===== src/rtl/ckey_pkg.sv =====
package ckey_pkg;

  // Inclusive window test; an inverted window (lo > hi) admits nothing.
  function automatic logic in_window(input logic [15:0] x,
                                     input logic [15:0] lo,
                                     input logic [15:0] hi);
    return (lo <= hi) && (x >= lo) && (x <= hi);
  endfunction

endpackage


===== src/rtl/ckey_range_cmp.sv =====
module ckey_range_cmp #(
  parameter int W = 8
) (
  input  logic [W-1:0] amp,
  input  logic [W-1:0] lim_lo,
  input  logic [W-1:0] lim_hi,
  output logic         hit
);
  import ckey_pkg::*;

  localparam int PAD = 16 - W;

  always_comb begin
    hit = in_window({{PAD{1'b0}}, amp}, {{PAD{1'b0}}, lim_lo}, {{PAD{1'b0}}, lim_hi});
  end

endmodule


===== src/rtl/ckey_delay_line.sv =====
module ckey_delay_line #(
  parameter int DEPTH = 3,
  parameter int DW    = 2
) (
  input  logic          clk,
  input  logic          rst_n,
  input  logic [DW-1:0] din,
  output logic [DW-1:0] dout
);

  logic [DW-1:0] stage [DEPTH];

  generate
    for (genvar i = 0; i < DEPTH; i++) begin : g_stage
      if (i == 0) begin : g_first
        always_ff @(posedge clk or negedge rst_n) begin
          if (!rst_n) stage[0] <= '0;
          else        stage[0] <= din;
        end
      end else begin : g_next
        always_ff @(posedge clk or negedge rst_n) begin
          if (!rst_n) stage[i] <= '0;
          else        stage[i] <= stage[i-1];
        end
      end
    end
  endgenerate

  assign dout = stage[DEPTH-1];

endmodule


===== src/rtl/chroma_window_key.sv =====
module chroma_window_key #(
  parameter int W       = 8,
  parameter int LATENCY = 3
) (
  input  logic         clk,
  input  logic         rst_n,
  input  logic         in_valid,
  input  logic [W-1:0] u_in,
  input  logic [W-1:0] v_in,
  input  logic [W-1:0] u_lo,
  input  logic [W-1:0] u_hi,
  input  logic [W-1:0] v_lo,
  input  logic [W-1:0] v_hi,
  output logic         out_valid,
  output logic         key_alpha
);

  localparam int CNT_W = $clog2(LATENCY + 2) + 1;

  // Named internal events for the assertions
  logic u_hit;
  logic v_hit;
  logic pix_alpha;
  logic [1:0] pipe_in;
  logic [1:0] pipe_out;

  ckey_range_cmp #(.W(W)) u_cmp_u (
    .amp(u_in), .lim_lo(u_lo), .lim_hi(u_hi), .hit(u_hit)
  );

  ckey_range_cmp #(.W(W)) u_cmp_v (
    .amp(v_in), .lim_lo(v_lo), .lim_hi(v_hi), .hit(v_hit)
  );

  assign pix_alpha = in_valid & u_hit & v_hit;
  assign pipe_in   = {in_valid, pix_alpha};

  ckey_delay_line #(.DEPTH(LATENCY), .DW(2)) u_align (
    .clk(clk), .rst_n(rst_n), .din(pipe_in), .dout(pipe_out)
  );

  assign out_valid = pipe_out[1];
  assign key_alpha = pipe_out[0];

  // Pixels in flight: entered minus emerged
  logic [CNT_W-1:0] inflight;
  always_ff @(posedge clk or negedge rst_n) begin
    if (!rst_n) inflight <= '0;
    else if (in_valid && !out_valid) inflight <= inflight + 1'b1;
    else if (!in_valid && out_valid) inflight <= inflight - 1'b1;
  end

  // a U amplitude under the lower limit never produces a key
  p_u_below_r2: assert property (@(posedge clk) disable iff (!rst_n)
    (in_valid && (u_in < u_lo)) |-> !pix_alpha);

  // a V amplitude over the upper limit never produces a key
  p_v_above_r3: assert property (@(posedge clk) disable iff (!rst_n)
    (in_valid && (v_in > v_hi)) |-> !pix_alpha);

  // inverted window on either component disables keying
  p_inverted_off_r4: assert property (@(posedge clk) disable iff (!rst_n)
    ((u_lo > u_hi) || (v_lo > v_hi)) |-> !pix_alpha);

  // inside both windows with valid gives a key
  p_inside_keys_r1: assert property (@(posedge clk) disable iff (!rst_n)
    (in_valid && u_lo <= u_in && u_in <= u_hi && v_lo <= v_in && v_in <= v_hi) |-> pix_alpha);

  // flag never set on an empty output slot
  p_alpha_needs_valid_r6: assert property (@(posedge clk) disable iff (!rst_n)
    !out_valid |-> !key_alpha);

  // no more than LATENCY pixels can be inside the chain
  p_no_overflow_r5: assert property (@(posedge clk) disable iff (!rst_n)
    inflight <= CNT_W'(LATENCY));

endmodule


===== config.mk =====
export PLATFORM = sky130hd
export DESIGN_NAME = chroma_window_key
export DESIGN_NICKNAME = d
export VERILOG_FILES = /design/src/rtl/ckey_pkg.sv /design/src/rtl/ckey_range_cmp.sv /design/src/rtl/ckey_delay_line.sv /design/src/rtl/chroma_window_key.sv
export SDC_FILE = /design/constraint.sdc
export NUM_CORES = 1
export LEC_CHECK = 0
export ABC_CLOCK_PERIOD_IN_PS = 800
export BUFFER_PORTS_ARGS = -buffer_cell sky130_fd_sc_hd__buf_2
export CORE_UTILIZATION = 40
export CTS_CLUSTER_DIAMETER = 200
export DETAILED_ROUTE_END_ITERATION = 7
export PLACE_DENSITY = 0.71
export SYNTH_ARGS = -nofsm -noshare
export SYNTH_HDL_FRONTEND = slang
export SYNTH_HIERARCHICAL = 1
export SYNTH_SLANG_ARGS = --single-unit

===== constraint.sdc =====
create_clock -name clk -period 0.8 [get_ports clk]
set_input_delay 0.08 -clock clk [delete_from_list [all_inputs] [get_ports clk]]
set_output_delay 0.08 -clock clk [all_outputs]
set_load 0.1 [all_outputs]

### After elaboration in Yosys (flattened, before gate mapping)

Index checks and enable logic that the tools add are counted.

* bitwise operators: 2
* $lt $le $gt $ge: 6
* mux-type cells: 0
* shifts and indexed selects: 0
* divide/modulo/power cells: 0
* $mul: 0
* equality and inequality tests: 0
* $add $sub $neg: 0
* reductions and logical operators: 4

Operators by type and width (number)
* $le A8 B8 Y1: 4
* $ge A8 B8 Y1: 2
* $logic_and A1 B1 Y1: 4
* $and A1 B1 Y1: 2

* memories kept: 0
* bits in read-only memories: 0
* output and inout bits: 2
* RAM bits: 0
* logic and storage cells: 15
* input bits: 51
* flip-flop bits (word level): 6
* latch bits: 0

### Depth between registers and ports, before layout

Gate-level depths: netlist of run 1.

* depth in word-level cells: 5
* depth in mapped cells: 8
* gate-level depth less buffers: 8

### Hierarchy

Netlist of run 1, hierarchy kept.

Modules (own cells, without submodules)
* ckey_range_cmp at u_cmp_u: area an instance 588.1 um2, instances 1, seq. area each 0.0 um2, cells each 73
* ckey_range_cmp at u_cmp_v: area an instance 575.6 um2, instances 1, seq. area each 0.0 um2, cells each 76
* ckey_delay_line: area an instance 165.2 um2, instances 1, seq. area each 150.1 um2, cells each 8
* chroma_window_key: area an instance 6.3 um2, instances 1, seq. area each 0.0 um2, cells each 1

### Least setup slack after synthesis of run 1

No wires, ideal clock.

* path type: input to register
* start: in v_in[0]
* end: reg u_align/stage[4] (netlist bit)
* buffers on the path: 0
* required time: 0.680 ns
* stages: 8
* setup time: 0.120 ns
* data arrival time: 1.219 ns
* slack: -0.539 ns
* path through: inv_1 -> ha_1 -> nand2b_1 -> a21oi_1 -> o21ai_1 -> a221oi_2 -> a2111oi_2 -> and3_1

* longest elaborated chain between the ends: 4
* elaborated cells between the ends (all ways): 5
* those cells by class: 2 x order compare; 1 x bitwise; 2 x reduce/logical

Ends and longest elaborated chain
* start: declaration: RTL line chroma_window_key.sv:9 `input logic [W-1:0] v_in,`
* $ge A8 B8 Y1: RTL line ckey_pkg.sv:7 `return (lo <= hi) && (x >= lo) && (x <= hi);`
* $logic_and A1 B1 Y1: RTL line ckey_pkg.sv:7
* $logic_and A1 B1 Y1 *: RTL line ckey_pkg.sv:7
* via v_hit: RTL line chroma_window_key.sv:22 `logic v_hit;`
* $and A1 B1 Y1 *: RTL line chroma_window_key.sv:35 `assign pix_alpha = in_valid & u_hit & v_hit;`
* via pix_alpha: RTL line chroma_window_key.sv:23 `logic pix_alpha;`
* end: declaration: RTL line ckey_delay_line.sv:11 `logic [DW-1:0] stage [DEPTH];`

The timed path passes the listed nets; every way through them passes the cells marked *.

### Worst setup path after layout of run 1

* start: in v_in[5]
* end: reg u_align/stage[4] (netlist bit)

Same word-level chain as after synthesis.

==> results of run 1 <==
==> worst max-delay path, cell delays in order <==
cell and delay, ns:
buf_2 0.13, buf_4 0.13, ha_1 0.28, o2111a_1 0.14, a221oi_2 0.34, a2111oi_4 0.05, and3_1 0.17
==> final cells by class <==
| cell class | count | area (um^2) |
|---|---|---|
| Clock buffer | 3 | 22.52 |
| Fill cell | 261 | 940.9 |
| Inverter | 34 | 142.6 |
| Multi-Input combinational cell | 116 | 1365 |
| Sequential cell | 6 | 150.1 |
| Tap cell | 44 | 55.05 |
| Timing Repair Buffer | 65 | 426.7 |
==> repair_timing <==
| action | CTS | global route |
|---|---|---|
| pin swaps | 15 | 20 |
| resized for setup | 19 | 26 |
| endpoints found under the hold margin | 7 | 0 |
| hold buffers | 2 | 0 |
| endpoints found under the setup margin | 3 | 3 |
==> cells by family after synthesis <==
kind of cell | synth area share
buffers and inverters | 0.1068
AND/OR/NAND/NOR | 0.1209
adder cells (fa/ha/maj) | 0.4499
AO/OA/AOI/OAI | 0.2099
flip-flops | 0.1125
==> worst max path at each step <==
stage	start	to	cells after the start
6_report	v_in[5]	u_align/stage[4]	7
5_1_grt	v_hi[2]	u_align/stage[4]	8
4_1_cts	u_in[0]	u_align/stage[4]	8
3_5_place_dp	v_hi[7]	u_align/stage[4]	9
3_3_place_gp	v_hi[7]	u_align/stage[4]	9
2_1_floorplan	v_hi[7]	u_align/stage[4]	8
==> through the flow <==
stage	hold WS, ns	worst slack (ns)
floorplan	-0.2156	-0.4629
global placement	-0.09303	-0.6590
detailed placement	-0.09065	-0.6845
CTS	0.1899	-0.3715
global route	0.2055	-0.4666
finish	0.1882	-0.4001
==> sequential cells by signal, indices dropped and copies added (netlist names) <==
name,cells
u_align/stage,4
u_align/dout,2
==> power breakdown <==
group	leakage [nW]	internal, mW	switching (mW)	total (mW)
sequential	0.0768	0.315	0.00428	0.319
combinational	0.996	0.572	0.516	1.09
clock	0.0138	0.169	0.0967	0.266
==> layer usage <==
| layer | GRT usage | wire length [um] | vias up |
|---|---|---|---|
| met3 | 0.02165 | 115 | 0 |
| met4 | 0.03654 | 0 | 0 |
| met1 | 0.2428 | 1455 | 584 |
| met5 | 0 | 0 | - |
| li1 | - | - | 697 |
| met2 | 0.3222 | 1581 | 32 |
==> Yosys cell counts <==
library cell	n	area share
ha_1	48	0.45
nor2b_4	1	0.010
nand4_1	9	0.042
dfrtp_1	6	0.11
a2111oi_4	1	0.021
a2111oi_2	1	0.011
and2b_2	1	0.0066
a21oi_2	1	0.0066
a211oi_1	2	0.011
nor2b_1	1	0.0047
a21o_1	1	0.0056
o211a_1	1	0.0075
a221oi_2	1	0.011
a2111oi_0	1	0.0066
o2111a_1	1	0.0084
o31ai_1	1	0.0056
nand2b_1	2	0.0094
o22ai_1	1	0.0047
o21ai_1	6	0.022
inv_1	34	0.096
and3_1	1	0.0047
o211ai_1	1	0.0056
o211ai_2	1	0.0094
o21a_1	1	0.0056
a21oi_1	16	0.060
buf_4	2	0.011
o21ai_0	2	0.0075
nor2_1	4	0.011
and3b_1	1	0.0066
nand2_1	9	0.025
==> layout by cell type (no fill, tap or decap), drive strengths merged, types with 3 or more instances in the layout <==
cell type	netlist	final
o21ai	8	8
a2111oi	3	3
nand2	9	9
dfrtp	6	6
nor2	4	4
buf	2	63
ha	48	48
nand4	9	9
clkbuf	0	3
a21oi	17	17
inv	34	34
==> summary.txt, run 1 <==
Outcome: complete, but fails checks
Failing checks: negative setup slack
All-Layer GR Usage: 0.1845
Final Max Slew Viols: 0
Final Cell Area: 2162 um^2
Period minus WS final: 1.200 ns
H-tree depth: 1
DRC Markers: 0
Horiz. Die Dim: 59.77 um
HP Class: in -> async
Global route overflow: 0
Clk_skew: 0.002272 ns
Die ar.: 3572 um^2
Seq cells post-synth: 6
Clock root cell: clkbuf_4
Core ar.: 3103 um^2
Largest net degree at the start of global routing: 7
Vias per inst: 4.899
Setup-failing EPs final: 3
Max-Cap Viols: 0
Crit Path Max Fanout: 2
First-pass GRT wire length: 5175 um
DRT iter0 DRCs: 30
Cell variety after synth: 30
# port buffers: 52
Worst R2R Setup Slack: 0.33 ns
RSZ-0062 raised after global routing: true
Lkg Pwr: 1.087 nW
WS Path Type: in -> reg
Initial antenna violation count: 0
Fraction of the cycle the final worst path needs: 1.500
Reg2Reg Capture Point: u_align/dout[0]
Layout Nets: 325
Cell area power density: 774.0 nW/um^2
Final WS setup: -0.4001 ns
Vias in the first global route: 1303
Mapped Area: 1335 um^2
DP Cell Count: 263
CP Capture Type: flip-flop
CTS sink count: 6
Critical path required time: 0.93 ns
First-pass detailed-route iteration total: 4
Worst-Skew Late Latency: 0.24 ns
Placed cell area: 1854 um^2
Routability Congestion: 0.7874
Final Core Density: 0.6968
TritonCTS buffer count: 3
Ratio of cells with drive above 1 in the final layout: 0.5179
Die height: 59.77 um
Peak VDD IR: 0.4770 mV
Starting density of the core: 0.4302
Syn Inst Count: 158
Post-DP HPWL: 2570 um
I/O pin count: 53
Crit path DAT: 1.33 ns
R2r startpoint: u_align/stage[2]
Syn-to-layout area delta: 61.95%
Post-layout instance count excluding filler cells: 268
Core Rows: 20
Mean area per synthesized cell: 8.450 um^2
Clock Tree Buf Depth: 2
Final TNS setup: -0.5553 ns
R2R cell count: 0
Antenna cells: 0
Power Total: 1.673 mW
Vias: 1313
Ys Warns: 6
CTS tree: built
Seq/Total Area, Yosys: 0.1125
Clk slew on worst S/H paths: 0.04 ns
Worst slew pin tran: 0.3452 ns
Syn_nets: 257
Post-CTS setup buffers: 0
Post-DRT Antenna Nets: 0
Final hold vios: 0
Startpoint types: primary input
WL/cell: 11.76 um
Fmax: 833.2 MHz
Total wire length: 3153 um
Max_slew headroom: 0.7675
No activity file was read; power rests on OpenSTA's default activity.
==> run 2, diff against run 1 <==
ABC_CLOCK_PERIOD_IN_PS = 1400   (was 800)
PLACE_DENSITY = 0.68   (was 0.71)
clock period = 1.4 ns   (was 0.8 ns; I/O delays follow)
==> summary.txt, run 2 (synthesized netlist as in run 1, its figures left out) <==
Outcome: finished clean
Final Core Density: 0.5899
Clock root cell: clkbuf_4
Core Rows: 20
Cell area power density: 457.5 nW/um^2
DRC Markers: 0
All-Layer GR Usage: 0.1548
Max-Cap Viols: 0
HP Class: in -> reg
Crit-path cells: buf_2 > inv_1 > ha_1 > nand2b_1 > a2111oi_4 > o31ai_1 > o211a_1 > and3_1
Ratio of cells with drive above 1 in the final layout: 0.3661
Sequential share of power: 0.216
First-pass GRT wire length: 4312 um
Antenna cells: 0
Hold_ws: 0.02074 ns
Fmax: 742.1 MHz
I/O pin count: 53
Clock Tree Buf Depth: 2
H-tree depth: 1
Vias in the first global route: 1140
Vias per inst: 4.802
Core ar.: 3103 um^2
TritonCTS buffer count: 3
CTS tree: built
Clk_skew: 0.002366 ns
CTS sink count: 6
Horiz. Die Dim: 59.77 um
Post-layout instance count excluding filler cells: 268
Most frequent cells in the layout: 52 x buf_2, 46 x ha_1, 33 x inv_1
Starting density of the core: 0.4302
Fraction of the cycle the final worst path needs: 0.9625
# port buffers: 52
Worst-Skew Late Latency: 0.24 ns
Initial antenna violation count: 0
Internal power: 528.8 uW
Post-DP HPWL: 2417 um
Critical Path Max Stage Delay: 0.39 ns
Routability Congestion: 0.7935
CP Capture Type: flip-flop
Reg with most FFs: u_align/stage
Slowest cell on the critical path: a2111oi_4
Max_slew headroom: 0.6803
Die ar.: 3572 um^2
Largest net degree at the start of global routing: 7
Net Sw Power: 308.6 uW
Placed cell area: 1725 um^2
Startpoint types: primary input
Final hold vios: 0
Largest register FFs: 4
WS Path Type: in -> reg
Switching part of the total: 0.3685
Period minus WS final: 1.347 ns
WL/cell: 10.64 um
Combinational share of power: 0.601
Post-CTS setup buffers: 0
Final Max Slew Viols: 0
Clk slew on worst S/H paths: 0.04 ns
Global route overflow: 0
Post-DRT Antenna Nets: 0
Vias: 1287
First-pass detailed-route iteration total: 4
Total wire length: 2851 um
Worst slew pin tran: 0.4829 ns
DRT iter0 DRCs: 33
Setup-failing EPs final: 0
Final Cell Area: 1831 um^2
Layout Nets: 325
Lkg Pwr: 1.058 nW
Filler cells: 301
Clock Power Share: 0.183
Critical path required time: 1.53 ns
Syn-to-layout area delta: 37.11%
Peak VDD IR: 0.2699 mV
Commonest non-fill, non-tap cell in the layout: buf_2
Crit path DAT: 1.47 ns
Die height: 59.77 um
Crit Path Max Fanout: 2
DP Cell Count: 264
-- run 2: path summary, 6_finish.rpt --
path | from | endpoint | slack, ns | cells past startpoint
max | u_in[0] | u_align/stage[4] | 0.05 | 8
min | in_valid | u_align/stage[5] | 0.02 | 1
max reg2reg | u_align/stage[4] | u_align/stage[2] | 0.93 | 0
min reg2reg | u_align/stage[5] | u_align/stage[3] | 0.34 | 0
max in group asynchronous | rst_n | u_align/stage[5] | 1.01 | 2
min in group asynchronous | rst_n | u_align/dout[0] | 0.26 | 2
-- run 2: stage by stage --
stage	setup TNS [ns]	total power, mW	setup WS (ns)
after floorplan	0	0.4639	0.001117
after global placement	-0.1803	0.6371	-0.1803
after detailed placement	-0.2025	0.6396	-0.2025
after CTS	0	0.8034	0.02858
after global routing	-0.03388	0.9226	-0.03388
final	0	0.8374	0.05250
-- run 2: routing by layer --
metal,wire length (um),vias up,global-route usage,part of all wire
met5,0,-,0,0
met4,0,0,0.03987,0
met3,91,0,0.01948,0.032
met2,1444,35,0.2651,0.51
met1,1314,550,0.2037,0.46
li1,-,702,-,-
-- run 2: power by group through the flow --
| stage | registers, mW | clock network, mW | logic (mW) |
|---|---|---|---|
| global placement | 0.183 | 0 | 0.454 |
| detailed placement | 0.183 | 0 | 0.456 |
| floorplan | 0.183 | 0 | 0.281 |
| CTS | 0.181 | 0.160 | 0.462 |
| global route | 0.181 | 0.170 | 0.571 |
| finish | 0.181 | 0.153 | 0.503 |
-- run 2: area by class of cell --
type	instances	area (um^2)	share of cell area
tap	44	55.05	0.03008
sequential	6	150.1	0.08202
clock buffer	3	22.52	0.01230
inverter	34	127.6	0.06972
multi-input combinational	116	1115	0.6090
timing repair buffer	65	360.3	0.1969
-- run 2: repair_timing --
action,4_1_cts,5_1_grt
hold buffers,1,0
endpoints found under the setup margin,0,1
gates resized for setup,0,11
endpoints found under the hold margin,6,0
-- run 2: worst max-delay path: cells and delay by family --
family	cells	cell delay (ns)
simple gates	2	0.32
fa+ha+maj	1	0.27
compound gates	3	0.63
buf+inv	2	0.11
==> run 3, diff against run 2 <==
ABC_CLOCK_PERIOD_IN_PS = 1700   (was 1400)
clock period = 1.7 ns   (was 1.4 ns; I/O delays follow)
==> summary.txt, run 3 (synthesized netlist as in run 1, its figures left out) <==
All-Layer GR Usage: 0.1551
Most frequent cells in the layout: 52 x buf_2, 48 x ha_1, 34 x inv_1
Crit Path Max Fanout: 2
First-pass GRT wire length: 4271 um
Critical path required time: 1.83 ns
Hold path start: in_valid
CTS sink count: 6
Power Total: 628.7 uW
Starting density of the core: 0.4302
Final hold vios: 0
Peak VDD IR: 0.1591 mV
Lkg Pwr: 0.9955 nW
CP Capture Type: flip-flop
RSZ-0062 raised after global routing: false
Vias in the first global route: 1125
Worst slew pin tran: 0.4841 ns
Commonest non-fill, non-tap cell in the layout: buf_2
Cell area power density: 377.0 nW/um^2
Largest register FFs: 4
Slowest cell on the critical path: a2111oi_0
Setup-failing EPs final: 0
WHS Endpoint: u_align/stage[5]
Clk_skew: 0.0009517 ns
CTS tree: built
WS Path Type: in -> reg
Core ar.: 3103 um^2
Reg with most FFs: u_align/stage
I/O pin count: 53
TritonCTS buffer count: 3
Horiz. Die Dim: 59.77 um
Fraction of the cycle the final worst path needs: 0.8224
DRC Markers: 0
Routability Congestion: 0.7431
Clock Tree Buf Depth: 2
Post-DRT Antenna Nets: 0
Final TNS setup: 0 ns
PostCTS Resize Cnt: 0
Period minus WS final: 1.398 ns
Post-DP HPWL: 2455 um
CP bufs+invs: 2
Clock root cell: clkbuf_4
Final Core Density: 0.5375
R2R cell count: 0
Worst-Skew Late Latency: 0.24 ns
Vias: 1209
Worst R2R Setup Slack: 1.24 ns
Critical Path Max Stage Delay: 0.43 ns
DRT iter0 DRCs: 21
Total wire length: 2634 um
HP Class: in -> reg
Startpoint types: primary input
Die ar.: 3572 um^2
Initial antenna violation count: 0
Setup crit start: u_in[0]
Max_slew headroom: 0.6795
Core Rows: 20
Hold_ws: 0.04755 ns
Largest net degree at the start of global routing: 7
R2r startpoint: u_align/stage[5]
Global route overflow: 0
Delay-heaviest family, CP: compound AO/OA/AOI/OAI gates
Outcome: finished clean
WHS Path Cells: 1
Ratio of cells with drive above 1 in the final layout: 0.2925
Antenna cells: 0
Fmax: 715.3 MHz
Syn-to-layout area delta: 24.93%
Clk slew on worst S/H paths: 0.04 ns
Max-Cap Viols: 0
First-pass detailed-route iteration total: 4
Vias per inst: 4.723
Crit path DAT: 1.53 ns
H-tree depth: 1
Reg2Reg Capture Point: u_align/stage[3]
Crit-path cells: buf_2 > inv_1 > ha_1 > nand2b_1 > a2111oi_0 > o31ai_1 > o211a_1 > and3_1
Final Max Slew Viols: 0
WL/cell: 10.29 um
# port buffers: 52
Layout Nets: 313
Die height: 59.77 um
[run 3: cell types whose count changed in the layout (fill, tap and decap cells not counted), moves of 2 or more]
cell and change:
a21oi_1 +3, a21oi_2 -3, a2111oi_4 -2, ha_1 +2, buf_4 -12, ha_4 -2
[run 3: what timing repair did]
item | in CTS | in global routing
hold buffers | 1 | 0
hold endpoints to repair | 6 | 0
setup buffers | 0 | 0
[run 3: worst max-delay path by stage]
stage | to | slack (ns) | depth (start not counted)
5_1_grt | u_align/stage[4] | 0.16 | 8
3_5_place_dp | u_align/stage[4] | 0.06 | 9
3_3_place_gp | u_align/stage[4] | 0.08 | 8
2_1_floorplan | u_align/stage[4] | 0.27 | 8
4_1_cts | u_align/stage[4] | 0.31 | 8
6_report | u_align/stage[4] | 0.30 | 8
[run 3: per-layer routing]
layer  GRT usage  routed length, um
met1      0.2083               1281
met2      0.2571               1253
met3     0.01948                 99
met4     0.04651                  0
met5           0                  0
[run 3: power by group]
| part | switching [mW] | leakage (nW) | internal (mW) | total (mW) |
|---|---|---|---|---|
| Sequential | 0.000903 | 0.0768 | 0.148 | 0.149 |
| Combinational | 0.184 | 0.905 | 0.169 | 0.352 |
| Clock | 0.0481 | 0.0138 | 0.0796 | 0.128 |
| Total | 0.233 | 0.995 | 0.396 | 0.629 |
[run 3: cell type report]
type                    count  area, um^2
clock buffers               3       22.52
inverters                  34       127.6
repair buffers             53       270.3
well taps                  44       55.05
flip-flops and latches      6       150.1
fillers                   322        1435
multi-input cells         116        1042
[run 3: metrics by stage]
stage | cell area [um^2] | instances | setup slack [ns]
global placement | 1635 | 252 | 0.07847
CTS | 1668 | 256 | 0.3146
finish | 1668 | 256 | 0.3019
global route | 1668 | 256 | 0.1553
detailed placement | 1635 | 252 | 0.05765
floorplan | 1335 | 158 | 0.2711
